`src/rtl/dmac_pkg.sv`:
```
// Shared constants and types for the two-channel DMA engine.
package dmac_pkg;
    localparam int ADDR_W = 20;
    localparam int DATA_W = 16;
    localparam int CNT_W  = 16;
    localparam int SEL_W  = 5;
    localparam int NUM_CH = 2;

    // Configuration field codes.
    typedef enum logic [2:0] {
        F_CTRL = 3'd0,
        F_SEL  = 3'd1,
        F_SRC  = 3'd2,
        F_DST  = 3'd3,
        F_OFS  = 3'd4,
        F_CNT  = 3'd5
    } field_e;

    // Bus sequencer phases.
    typedef enum logic [1:0] {
        SQ_IDLE,
        SQ_WAIT,
        SQ_READ,
        SQ_WRITE
    } seq_e;
endpackage

```
`src/rtl/dma_channel.sv`:
```
// One DMA channel: configuration state, a single pending-request latch,
// the advancing offset and the run counter with reload.
// Assumes start_i is raised only while pend_o is high and that finish_i
// marks the write cycle of this channel's transfer.
module dma_channel
    import dmac_pkg::*;
#(
    parameter int AW = ADDR_W,
    parameter int CW = CNT_W,
    parameter int SW = SEL_W,
    localparam int NR = 1 << SW
) (
    input  logic          clk,
    input  logic          rst_n,
    input  logic          cfg_hit,
    input  logic [2:0]    cfg_field,
    input  logic [AW-1:0] cfg_data,
    input  logic [NR-1:0] req_in,
    input  logic          start_i,
    input  logic          finish_i,
    output logic          pend_o,
    output logic          done_o,
    output logic          word_o,
    output logic [AW-1:0] rd_addr_o,
    output logic [AW-1:0] wr_addr_o
);
    logic          en_q, pend_q, done_q, word_q, sinc_q, dinc_q;
    logic [SW-1:0] sel_q;
    logic [AW-1:0] src_q, dst_q, ofs_q;
    logic [CW-1:0] cnt_q, rld_q;
    logic          ctrl_wr, term, fin_term, req_now, en_nxt, pend_nxt;
    logic [AW-1:0] step;

    // Next enable and pending state; a register write overrides completion.
    always_comb begin
        ctrl_wr  = cfg_hit && (cfg_field == F_CTRL);
        term     = (cnt_q == CW'(1));
        fin_term = finish_i && term;
        step     = word_q ? AW'(2) : AW'(1);
        req_now  = (ctrl_wr && cfg_data[4]) || req_in[sel_q];
        if (ctrl_wr)       en_nxt = cfg_data[0];
        else if (fin_term) en_nxt = 1'b0;
        else               en_nxt = en_q;
        if (!en_nxt)       pend_nxt = 1'b0;
        else if (req_now)  pend_nxt = 1'b1;
        else if (start_i)  pend_nxt = 1'b0;
        else               pend_nxt = pend_q;
    end

    // Channel state registers.
    always_ff @(posedge clk) begin
        if (!rst_n) begin
            en_q <= 1'b0; pend_q <= 1'b0; done_q <= 1'b0;
            word_q <= 1'b0; sinc_q <= 1'b0; dinc_q <= 1'b0;
            sel_q <= '0; src_q <= '0; dst_q <= '0; ofs_q <= '0;
            cnt_q <= '0; rld_q <= '0;
        end else begin
            en_q   <= en_nxt;
            pend_q <= pend_nxt;
            done_q <= fin_term;
            if (finish_i) begin
                if (term) begin
                    cnt_q <= rld_q;
                    ofs_q <= '0;
                end else begin
                    cnt_q <= cnt_q - CW'(1);
                    if (sinc_q || dinc_q) ofs_q <= ofs_q + step;
                end
            end
            if (cfg_hit) begin
                case (field_e'(cfg_field))
                    F_CTRL: begin
                        word_q <= cfg_data[1];
                        sinc_q <= cfg_data[2];
                        dinc_q <= cfg_data[3];
                    end
                    F_SEL: sel_q <= cfg_data[SW-1:0];
                    F_SRC: src_q <= cfg_data;
                    F_DST: dst_q <= cfg_data;
                    F_OFS: ofs_q <= cfg_data;
                    F_CNT: begin
                        cnt_q <= cfg_data[CW-1:0];
                        rld_q <= cfg_data[CW-1:0];
                    end
                    default: ;
                endcase
            end
        end
    end

    // Address generation for the read and write cycles.
    always_comb begin
        rd_addr_o = src_q + (sinc_q ? ofs_q : '0);
        wr_addr_o = dst_q + (dinc_q ? ofs_q : '0);
        pend_o    = pend_q;
        done_o    = done_q;
        word_o    = word_q;
    end

    // a pending request only exists on an enabled channel.
    a_r3_pend_needs_en: assert property (@(posedge clk) disable iff (!rst_n)
        pend_q |-> en_q);
    // the sequencer starts only a channel that holds a request.
    a_r3_start_pending: assert property (@(posedge clk) disable iff (!rst_n)
        start_i |-> pend_q);
    // the end-of-run pulse lasts one cycle.
    a_r8_done_one_cycle: assert property (@(posedge clk) disable iff (!rst_n)
        done_q |=> !done_q);
    // end of run disables the channel unless software rewrote control.
    a_r8_done_disables: assert property (@(posedge clk) disable iff (!rst_n)
        (done_q && !$past(ctrl_wr)) |-> !en_q);
    // end of run restores the counter from the reload value.
    a_r8_reload: assert property (@(posedge clk) disable iff (!rst_n)
        (done_q && !$past(cfg_hit)) |-> (cnt_q == rld_q));
endmodule

```
`src/rtl/dma_sequencer.sv`:
```
// Bus sequencer: picks the lowest-numbered pending channel, requests the
// bus, then runs one read cycle and one write cycle for that channel.
// Assumes the arbiter keeps bus_gnt high while bus_req stays high.
module dma_sequencer
    import dmac_pkg::*;
#(
    parameter int NCH = NUM_CH,
    localparam int CHW = (NCH > 1) ? $clog2(NCH) : 1
) (
    input  logic           clk,
    input  logic           rst_n,
    input  logic [NCH-1:0] pend_i,
    input  logic           bus_gnt,
    output logic           bus_req,
    output logic           rd_phase,
    output logic           wr_phase,
    output logic [CHW-1:0] sel_o,
    output logic [NCH-1:0] start_o,
    output logic [NCH-1:0] finish_o
);
    seq_e           state_q;
    logic [CHW-1:0] sel_q, pick;
    logic           go;

    // Fixed priority: the lowest index wins.
    always_comb begin
        pick = '0;
        for (int i = NCH - 1; i >= 0; i--) begin
            if (pend_i[i]) pick = CHW'(i);
        end
    end

    // Phase decode and per-channel strobes.
    always_comb begin
        go       = (state_q == SQ_WAIT) && bus_gnt && pend_i[sel_q];
        bus_req  = (state_q != SQ_IDLE);
        rd_phase = (state_q == SQ_READ);
        wr_phase = (state_q == SQ_WRITE);
        sel_o    = sel_q;
        for (int i = 0; i < NCH; i++) begin
            start_o[i]  = go && (sel_q == CHW'(i));
            finish_o[i] = wr_phase && (sel_q == CHW'(i));
        end
    end

    // Phase register and channel lock.
    always_ff @(posedge clk) begin
        if (!rst_n) begin
            state_q <= SQ_IDLE;
            sel_q   <= '0;
        end else begin
            case (state_q)
                SQ_IDLE: if (|pend_i) begin
                    sel_q   <= pick;
                    state_q <= SQ_WAIT;
                end
                SQ_WAIT: begin
                    if (!pend_i[sel_q]) state_q <= SQ_IDLE;
                    else if (bus_gnt)   state_q <= SQ_READ;
                end
                SQ_READ:  state_q <= SQ_WRITE;
                default:  state_q <= SQ_IDLE;
            endcase
        end
    end

    // a read cycle is always followed by the write cycle.
    a_r2_read_then_write: assert property (@(posedge clk) disable iff (!rst_n)
        (state_q == SQ_READ) |=> (state_q == SQ_WRITE));
    // channel 0 is locked when it is pending at selection time.
    a_r9_low_index_first: assert property (@(posedge clk) disable iff (!rst_n)
        (state_q == SQ_IDLE && pend_i[0]) |=> (sel_q == '0));
endmodule

```
`src/rtl/dual_dma_engine.sv`:
```
// Top of the two-channel cycle-steal DMA engine: routes configuration
// writes, instantiates the channels and the sequencer, and holds the
// read-to-write data latch. Assumes memory returns read data in the
// same cycle as mem_rd, with a byte placed in the low lane.
module dual_dma_engine
    import dmac_pkg::*;
#(
    parameter int AW  = ADDR_W,
    parameter int DW  = DATA_W,
    parameter int CW  = CNT_W,
    parameter int SW  = SEL_W,
    parameter int NCH = NUM_CH,
    localparam int NR  = 1 << SW,
    localparam int CHW = (NCH > 1) ? $clog2(NCH) : 1
) (
    input  logic           clk,
    input  logic           rst_n,
    input  logic           cfg_wr,
    input  logic [CHW-1:0] cfg_ch,
    input  logic [2:0]     cfg_field,
    input  logic [AW-1:0]  cfg_data,
    input  logic [NR-1:0]  req_in,
    output logic           bus_req,
    input  logic           bus_gnt,
    output logic [AW-1:0]  mem_addr,
    output logic           mem_rd,
    output logic           mem_wr,
    output logic           mem_byte,
    output logic [DW-1:0]  mem_wdata,
    input  logic [DW-1:0]  mem_rdata,
    output logic [NCH-1:0] done
);
    logic [NCH-1:0] pend, start, finish, word;
    logic [AW-1:0]  rd_a [NCH];
    logic [AW-1:0]  wr_a [NCH];
    logic [CHW-1:0] sel;
    logic           rd_phase, wr_phase;
    logic [DW-1:0]  latch_q;

    for (genvar g = 0; g < NCH; g++) begin : g_ch
        dma_channel #(.AW(AW), .CW(CW), .SW(SW)) ch_i (
            .clk       (clk),
            .rst_n     (rst_n),
            .cfg_hit   (cfg_wr && (cfg_ch == CHW'(g))),
            .cfg_field (cfg_field),
            .cfg_data  (cfg_data),
            .req_in    (req_in),
            .start_i   (start[g]),
            .finish_i  (finish[g]),
            .pend_o    (pend[g]),
            .done_o    (done[g]),
            .word_o    (word[g]),
            .rd_addr_o (rd_a[g]),
            .wr_addr_o (wr_a[g])
        );
    end

    dma_sequencer #(.NCH(NCH)) seq_i (
        .clk      (clk),
        .rst_n    (rst_n),
        .pend_i   (pend),
        .bus_gnt  (bus_gnt),
        .bus_req  (bus_req),
        .rd_phase (rd_phase),
        .wr_phase (wr_phase),
        .sel_o    (sel),
        .start_o  (start),
        .finish_o (finish)
    );

    // Captures the read data for the following write cycle.
    always_ff @(posedge clk) begin
        if (!rst_n)        latch_q <= '0;
        else if (rd_phase) latch_q <= mem_rdata;
    end

    // Drives the memory port from the locked channel.
    always_comb begin
        mem_rd    = rd_phase;
        mem_wr    = wr_phase;
        mem_byte  = !word[sel];
        mem_addr  = rd_phase ? rd_a[sel] : wr_a[sel];
        mem_wdata = word[sel] ? latch_q : {{(DW-8){1'b0}}, latch_q[7:0]};
    end

    // reads and writes never share a cycle.
    a_r2_rw_exclusive: assert property (@(posedge clk) disable iff (!rst_n)
        !(mem_rd && mem_wr));
    // memory cycles only while the bus is requested.
    a_r2_bus_owned: assert property (@(posedge clk) disable iff (!rst_n)
        (mem_rd || mem_wr) |-> bus_req);
    // every write cycle directly follows a read cycle.
    a_r2_write_after_read: assert property (@(posedge clk) disable iff (!rst_n)
        mem_wr |-> $past(mem_rd));
endmodule

```
`config.mk`:
```
export PLATFORM = sky130hd
export DESIGN_NAME = dual_dma_engine
export DESIGN_NICKNAME = d
export VERILOG_FILES = /design/src/rtl/dmac_pkg.sv /design/src/rtl/dma_channel.sv /design/src/rtl/dma_sequencer.sv /design/src/rtl/dual_dma_engine.sv
export SDC_FILE = /design/constraint.sdc
export NUM_CORES = 1
export LEC_CHECK = 0
export ABC_AREA = 1
export BUFFER_PORTS_ARGS = -buffer_cell sky130_fd_sc_hd__buf_2
export CORE_MARGIN = 1
export CORE_UTILIZATION = 35
export CTS_CLUSTER_SIZE = 24
export DETAILED_ROUTE_END_ITERATION = 8
export SLEW_MARGIN = 20
export SYNTH_ARGS = -nofsm -noshare
export SYNTH_HDL_FRONTEND = slang
export SYNTH_SLANG_ARGS = --single-unit
```
`constraint.sdc`:
```
create_clock -name clk -period 5.08 [get_ports clk]
set_input_delay 1.016 -clock clk [delete_from_list [all_inputs] [get_ports clk]]
set_output_delay 1.016 -clock clk [all_outputs]
set_load 0.01 [all_outputs]
```
### After elaboration in Yosys (flattened, before gate mapping)

Cells that the tools add are included.

* add/sub/neg operators: 8
* bitwise logic cells: 3
* reductions and logical operators: 39
* equality and inequality tests: 12
* multiplexer cells: 54
* magnitude comparators: 4

Operator list (count)
* 2-to-1 mux 20 bit: 21
* 2-to-1 mux 16 bit: 9
* adder 20 bit: 6
* equality test 16 x 1 -> 1 bit (second input constant): 2
* subtractor 16 x 1 -> 16 bit (second input constant): 2
* AND reduction 2 bit: 14
* 2-to-1 mux 1 bit: 16
* logical AND 1 bit: 14
* < comparator 5 x 6 -> 1 bit (second input constant): 2
* binary-select mux 1 bit (select 5 bit): 2
* 2-to-1 mux 2 bit: 5
* equality test 3 x 2 -> 1 bit (second input constant): 2
* equality test 3 bit (second input constant): 2
* case mux 2 bit (3 select lines): 1
* nonzero test 2 bit: 3
* equality test 2 bit (second input constant): 2
* logical OR 1 bit: 4
* equality test 3 x 1 -> 1 bit (second input constant): 1
* zero test 3 bit: 1
* != test 3 bit (second input constant): 1
* equality test 2 x 1 -> 1 bit (second input constant): 1
* >= comparator 2 bit (second input constant): 1
* zero test 2 bit: 1
* < comparator 1 x 2 -> 1 bit (second input constant): 1
* 5 further kinds: 6

* register bits after elaboration: 225
* logic and storage cells: 147

### Depth between registers and ports, before layout

* depth after elaboration: 7
* mapped depth: 18

### Hierarchy

Synthesis repeated with hierarchy kept, for this count alone.

* cell total of the unflattened synthesis: 2903
* area, all modules: 17484.3 µm²

By module, submodules not included
* dma_channel (g_ch[1].ch_i): instances 1, cells each 1267, seq. area each 2062.0 µm², area an instance 7887.6 µm²
* dma_channel (g_ch[0].ch_i): instances 1, cells each 1264, seq. area each 2062.0 µm², area an instance 7686.1 µm²
* dual_dma_engine: instances 1, cells each 334, seq. area each 320.3 µm², area an instance 1706.6 µm²
* dma_sequencer: instances 1, cells each 38, seq. area each 60.1 µm², area an instance 203.9 µm²

### Worst setup path before layout

No wires, ideal clock.

* path type: reg-to-output
* start: register g_ch[1].ch_i.dinc_q
* end: output mem_addr[12]
* arrival: 2.255 ns
* cell stages (with the launch flop): 16
* slack: 1.809 ns
* cell sequence: dfxtp_1 -> clkbuf_1 -> nand2_1 -> inv_1 -> ha_1 -> inv_1 -> fa_1 -> nor2_1 -> nor2_1 -> o21ai_0 -> nand2_1 -> nand3_1 -> nand3_1 -> nand2_1 -> nand2_1 -> nand2_1

* word-level cells in the longest chain between the ends: 6

RTL lines
* start, declared: RTL line dma_channel.sv:27 `logic en_q, pend_q, done_q, word_q, sinc_q, dinc_q;`
* start signal, assigned: RTL line dma_channel.sv:75 `dinc_q <= cfg_data[3];`
* 2-to-1 mux 20 bit: RTL line dma_channel.sv:94 `wr_addr_o = dst_q + (dinc_q ? ofs_q : '0);`
* adder 20 bit: RTL line dma_channel.sv:94
* 2-to-1 mux 20 bit (implied by the code) (3 in series): RTL line dual_dma_engine.sv:82 `mem_addr = rd_phase ? rd_a[sel] : wr_a[sel];`
* 2-to-1 mux 20 bit: RTL line dual_dma_engine.sv:82
* end, declared: RTL line dual_dma_engine.sv:25 `output logic [AW-1:0] mem_addr,`

No other way between the ends. The select of a mux whose other input is x is not followed.

### Final worst setup path

* start: register g_ch[0].ch_i.dinc_q
* end: output mem_addr[11]

* word-level cells in the longest chain between the ends: 6

RTL lines (RTL line)
* start, declared: dma_channel.sv:27
* start signal, assigned: dma_channel.sv:75
* 2-to-1 mux 20 bit: dma_channel.sv:94
* adder 20 bit: dma_channel.sv:94
* 2-to-1 mux 20 bit (implied by the code) (3 in series): dual_dma_engine.sv:82
* 2-to-1 mux 20 bit: dual_dma_engine.sv:82

No other way between the ends. The select of a mux whose other input is x is not followed.

==> flow_summary.json <==
{
  "status": "finished with violations",
  "violations": "design-rule violations",
  "final_cell_mix": "nand2_1 (804), inv_1 (364), nor2_1 (300), a21oi_1 (282), dfxtp_1 (224)",
  "area_growth_pct": 10.8,
  "drive_gt1_frac": 0.0773,
  "p_switching_w": 0.00110,
  "power_frac_comb": 0.080,
  "cts_num_sinks": 225,
  "place_area_sq_um": 17600,
  "antenna_found_initial": 0,
  "syn_inst": 2807,
  "p_int_w": 0.00304,
  "diodes": 0,
  "crit_required_ps": 4060,
  "worst_clock_skew_ps": 10.8,
  "final_common_cell": "nand2_1",
  "slew_violations": 0,
  "hold_path.class": "reg -> reg",
  "cts_buffer_depth": 3,
  "die_h_microns": 221,
  "finalHoldViolations": 0,
  "final_cell_area_sq_um": 18500,
  "grt_use_total": 0.255,
  "syn_nets": 2973,
  "die-area_sq_um": 48600,
  "synth-edff-count": 0,
  "slew_headroom": 0.344,
  "yosys_warnings": 0,
  "vdd_ir_drop_max_uv": 287,
  "cts_tree": "done",
  "swShare": 0.266,
  "post-route-min-period_ps": 4550,
  "design.portCount": 118,
  "fillers": 5127,
  "vias": 18100,
  "ys_async_sr_fraction": 0,
  "core_area_sq_um": 46900,
  "multiInputGateArea_sq_um": 10200,
  "grt_overflow": 0,
  "syn_avg_cell_area_sq_um": 5.95,
  "seqPwrFrac": 0.441,
  "p_clk_frac": 0.479,
  "place.gp.congestion": 0.947,
  "rsz0062_at_grt": "false",
  "fin_nets": 3017,
  "critical_path_class": "reg -> out",
  "dieWidth_microns": 221,
  "ys_types": 49,
  "worst_pin_slew_ps": 983,
  "arrival_ps": 3540,
  "ys_seq_elements": 225,
  "first_pass_iters": 7,
  "p_per_area_nw_per_um2": 224,
  "rrSetupSlack_ps": 2180,
  "cellLeakagePower_nw": 9.43,
  "hold_buffers": 0,
  "cts_setup_buffers": 0,
  "num_rows": 79,
  "clock.fmax_mhz": 220,
  "h-tree-depth": 1,
  "setup_viol": 0,
  "cts_root_buffer": "clkbuf_16",
  "clk_latency_ps": 580,
  "yosysSeqAreaShare": 0.270,
  "grt_start_max_net_pins": 88,
  "timing.setup.tns_ps": 0,
  "drt_iter0_drc": 1595,
  "clk_pin_slew_worst_paths_ps": 60,
  "syn_area_sq_um": 16700,
  "drc": 6,
  "dp_hpwl_microns": 46500,
  "fin_crit_sh": 0.896,
  "ff_latch_area_sq_um": 4510,
  "ant_nets": 0,
  "portBuffers": 117,
  "post_drt_wl_per_cell_microns": 17.9,
  "cts.repair.resized": 0,
  "worstPathMaxFanout": 23,
  "grt_pass1_vias": 16800,
  "routed_wl_microns": 62200,
  "cts_buffers": 27,
  "avgViaCountPerCell": 5.20,
  "startpoint_type": "flop",
  "cap_viol_max_count": 0,
  "grt_pass1_wl_microns": 95900,
  "end_kind": "output port",
  "synth_top_flop_cell": "dfxtp_1",
  "start_util": 0.357
}
==> final timing paths <==
kind / start / to / cells past startpoint
min: g_ch[0].ch_i.pend_o / seq_i.sel_o / 1
max: g_ch[0].ch_i.dinc_q / mem_addr[11] / 15
min reg2reg: g_ch[0].ch_i.pend_o / seq_i.sel_o / 1
max reg2reg: seq_i.sel_o / g_ch[1].ch_i.ofs_q[6] / 8
==> cell families (layout without fill, tap and decap cells) <==
family | count (synthesis) | in the layout | share of synthesized area
buffers and inverters | 492 | 556 | 0.117
adders and majority gates | 90 | 90 | 0.0701
DFF | 225 | 225 | 0.270
muxes | 2 | 2 | 0.00135
xor gates and xnor gates | 25 | 25 | 0.0131
AOI/OAI and AO/OA | 545 | 545 | 0.171
and+or+nand+nor | 1428 | 1428 | 0.358
==> area by class of cell <==
type	count	share of cell area
Timing Repair Buffer	130	0.0376
Clock inverter	6	0.00439
Sequential cell	225	0.243
Clock buffer	43	0.0440
Multi-Input combinational cell	2090	0.553
Tap cell	607	0.0410
Inverter	377	0.0765
==> power groups by stage <==
stage / Clock, W / Sequential [W] / Combinational, W
after floorplan: 0 / 0.00185 / 0.000192
after global placement: 0 / 0.00186 / 0.000324
after detailed placement: 0 / 0.00186 / 0.000328
after CTS: 0.00202 / 0.00182 / 0.000329
after global routing: 0.00209 / 0.00183 / 0.000362
final: 0.00198 / 0.00183 / 0.000332
==> per-stage QoR <==
step                setup WS, ps  hold slack (ps)  cells  power (W)  utilization
global placement            1180              418   3429    0.00219        0.376
CTS                          560              424   3478    0.00417        0.395
floorplan                   1810              413   2807    0.00204            -
finish                       529              428   3478    0.00414        0.395
detailed placement          1170              428   3429    0.00219        0.376
global route                 177              444   3478    0.00428        0.395
==> flip-flops by register name (all words and copies together) (netlist names) <==
signal,count
seq_i.state_q,2
latch_q,16
g_ch.ch_i.done_o,2
g_ch.ch_i.word_o,2
g_ch.ch_i.rld_q,32
seq_i.sel_o,1
g_ch.ch_i.src_q,40
g_ch.ch_i.dinc_q,2
g_ch.ch_i.ofs_q,40
g_ch.ch_i.sel_q,10
g_ch.ch_i.cnt_q,32
g_ch.ch_i.pend_o,2
g_ch.ch_i.sinc_q,2
g_ch.ch_i.dst_q,40
g_ch.ch_i.en_q,2
==> metal layers <==
layer / up-vias / track usage / wire [microns]
li1: 9098 / - / -
met1: 8400 / 0.345 / 28300
met2: 515 / 0.427 / 28600
met3: 84 / 0.0223 / 3400
met4: 0 / 0.0790 / 1840
met5: - / 0 / 0
==> cells in the mapped netlist (2+ instances only) <==
master | number | share of area
a21boi_0 | 2 | 0.00090
a21oi_1 | 282 | 0.084
a22oi_1 | 3 | 0.0013
a31oi_1 | 2 | 0.00075
and2_1 | 9 | 0.0034
buf_1 | 5 | 0.0011
buf_2 | 20 | 0.0060
buf_4 | 11 | 0.0049
buf_6 | 5 | 0.0034
clkbuf_1 | 66 | 0.015
clkbuf_2 | 8 | 0.0024
dfxtp_1 | 225 | 0.27
fa_1 | 6 | 0.0072
ha_1 | 84 | 0.063
inv_1 | 364 | 0.082
inv_2 | 13 | 0.0029
mux2_2 | 2 | 0.0013
nand2_1 | 804 | 0.18
nand2_2 | 4 | 0.0015
nand3_1 | 214 | 0.064
nand3_2 | 3 | 0.0018
nand3b_1 | 19 | 0.0085
nand4_1 | 18 | 0.0067
nand4_2 | 3 | 0.0022
nor2_1 | 301 | 0.068
nor2_2 | 12 | 0.0045
nor3_1 | 18 | 0.0054
nor3_2 | 2 | 0.0012
nor4_1 | 11 | 0.0041
o211ai_1 | 25 | 0.011
o21a_1 | 2 | 0.00090
o21ai_0 | 205 | 0.061
o21ai_1 | 6 | 0.0018
o21bai_1 | 8 | 0.0036
o22ai_1 | 3 | 0.0011
o31ai_1 | 2 | 0.00090
or2_2 | 5 | 0.0019
xnor2_1 | 7 | 0.0037
xor2_1 | 18 | 0.0094
==> worst max-delay path: stages, from the launching register on <==
cell     delay (ps)
dfxtp_1         890
nand2_1         230
inv_1           120
ha_1            300
nand3_1         200
nand3_1         240
nand2_1         120
nand2_1         110
nand2_1          80
nand2_1          50
xor2_1          120
nand2_1          60
nand2_1         100
nand2_1          60
nand2_1         120
buf_2           140
Note: power is estimated with default switching activity, not from simulation.
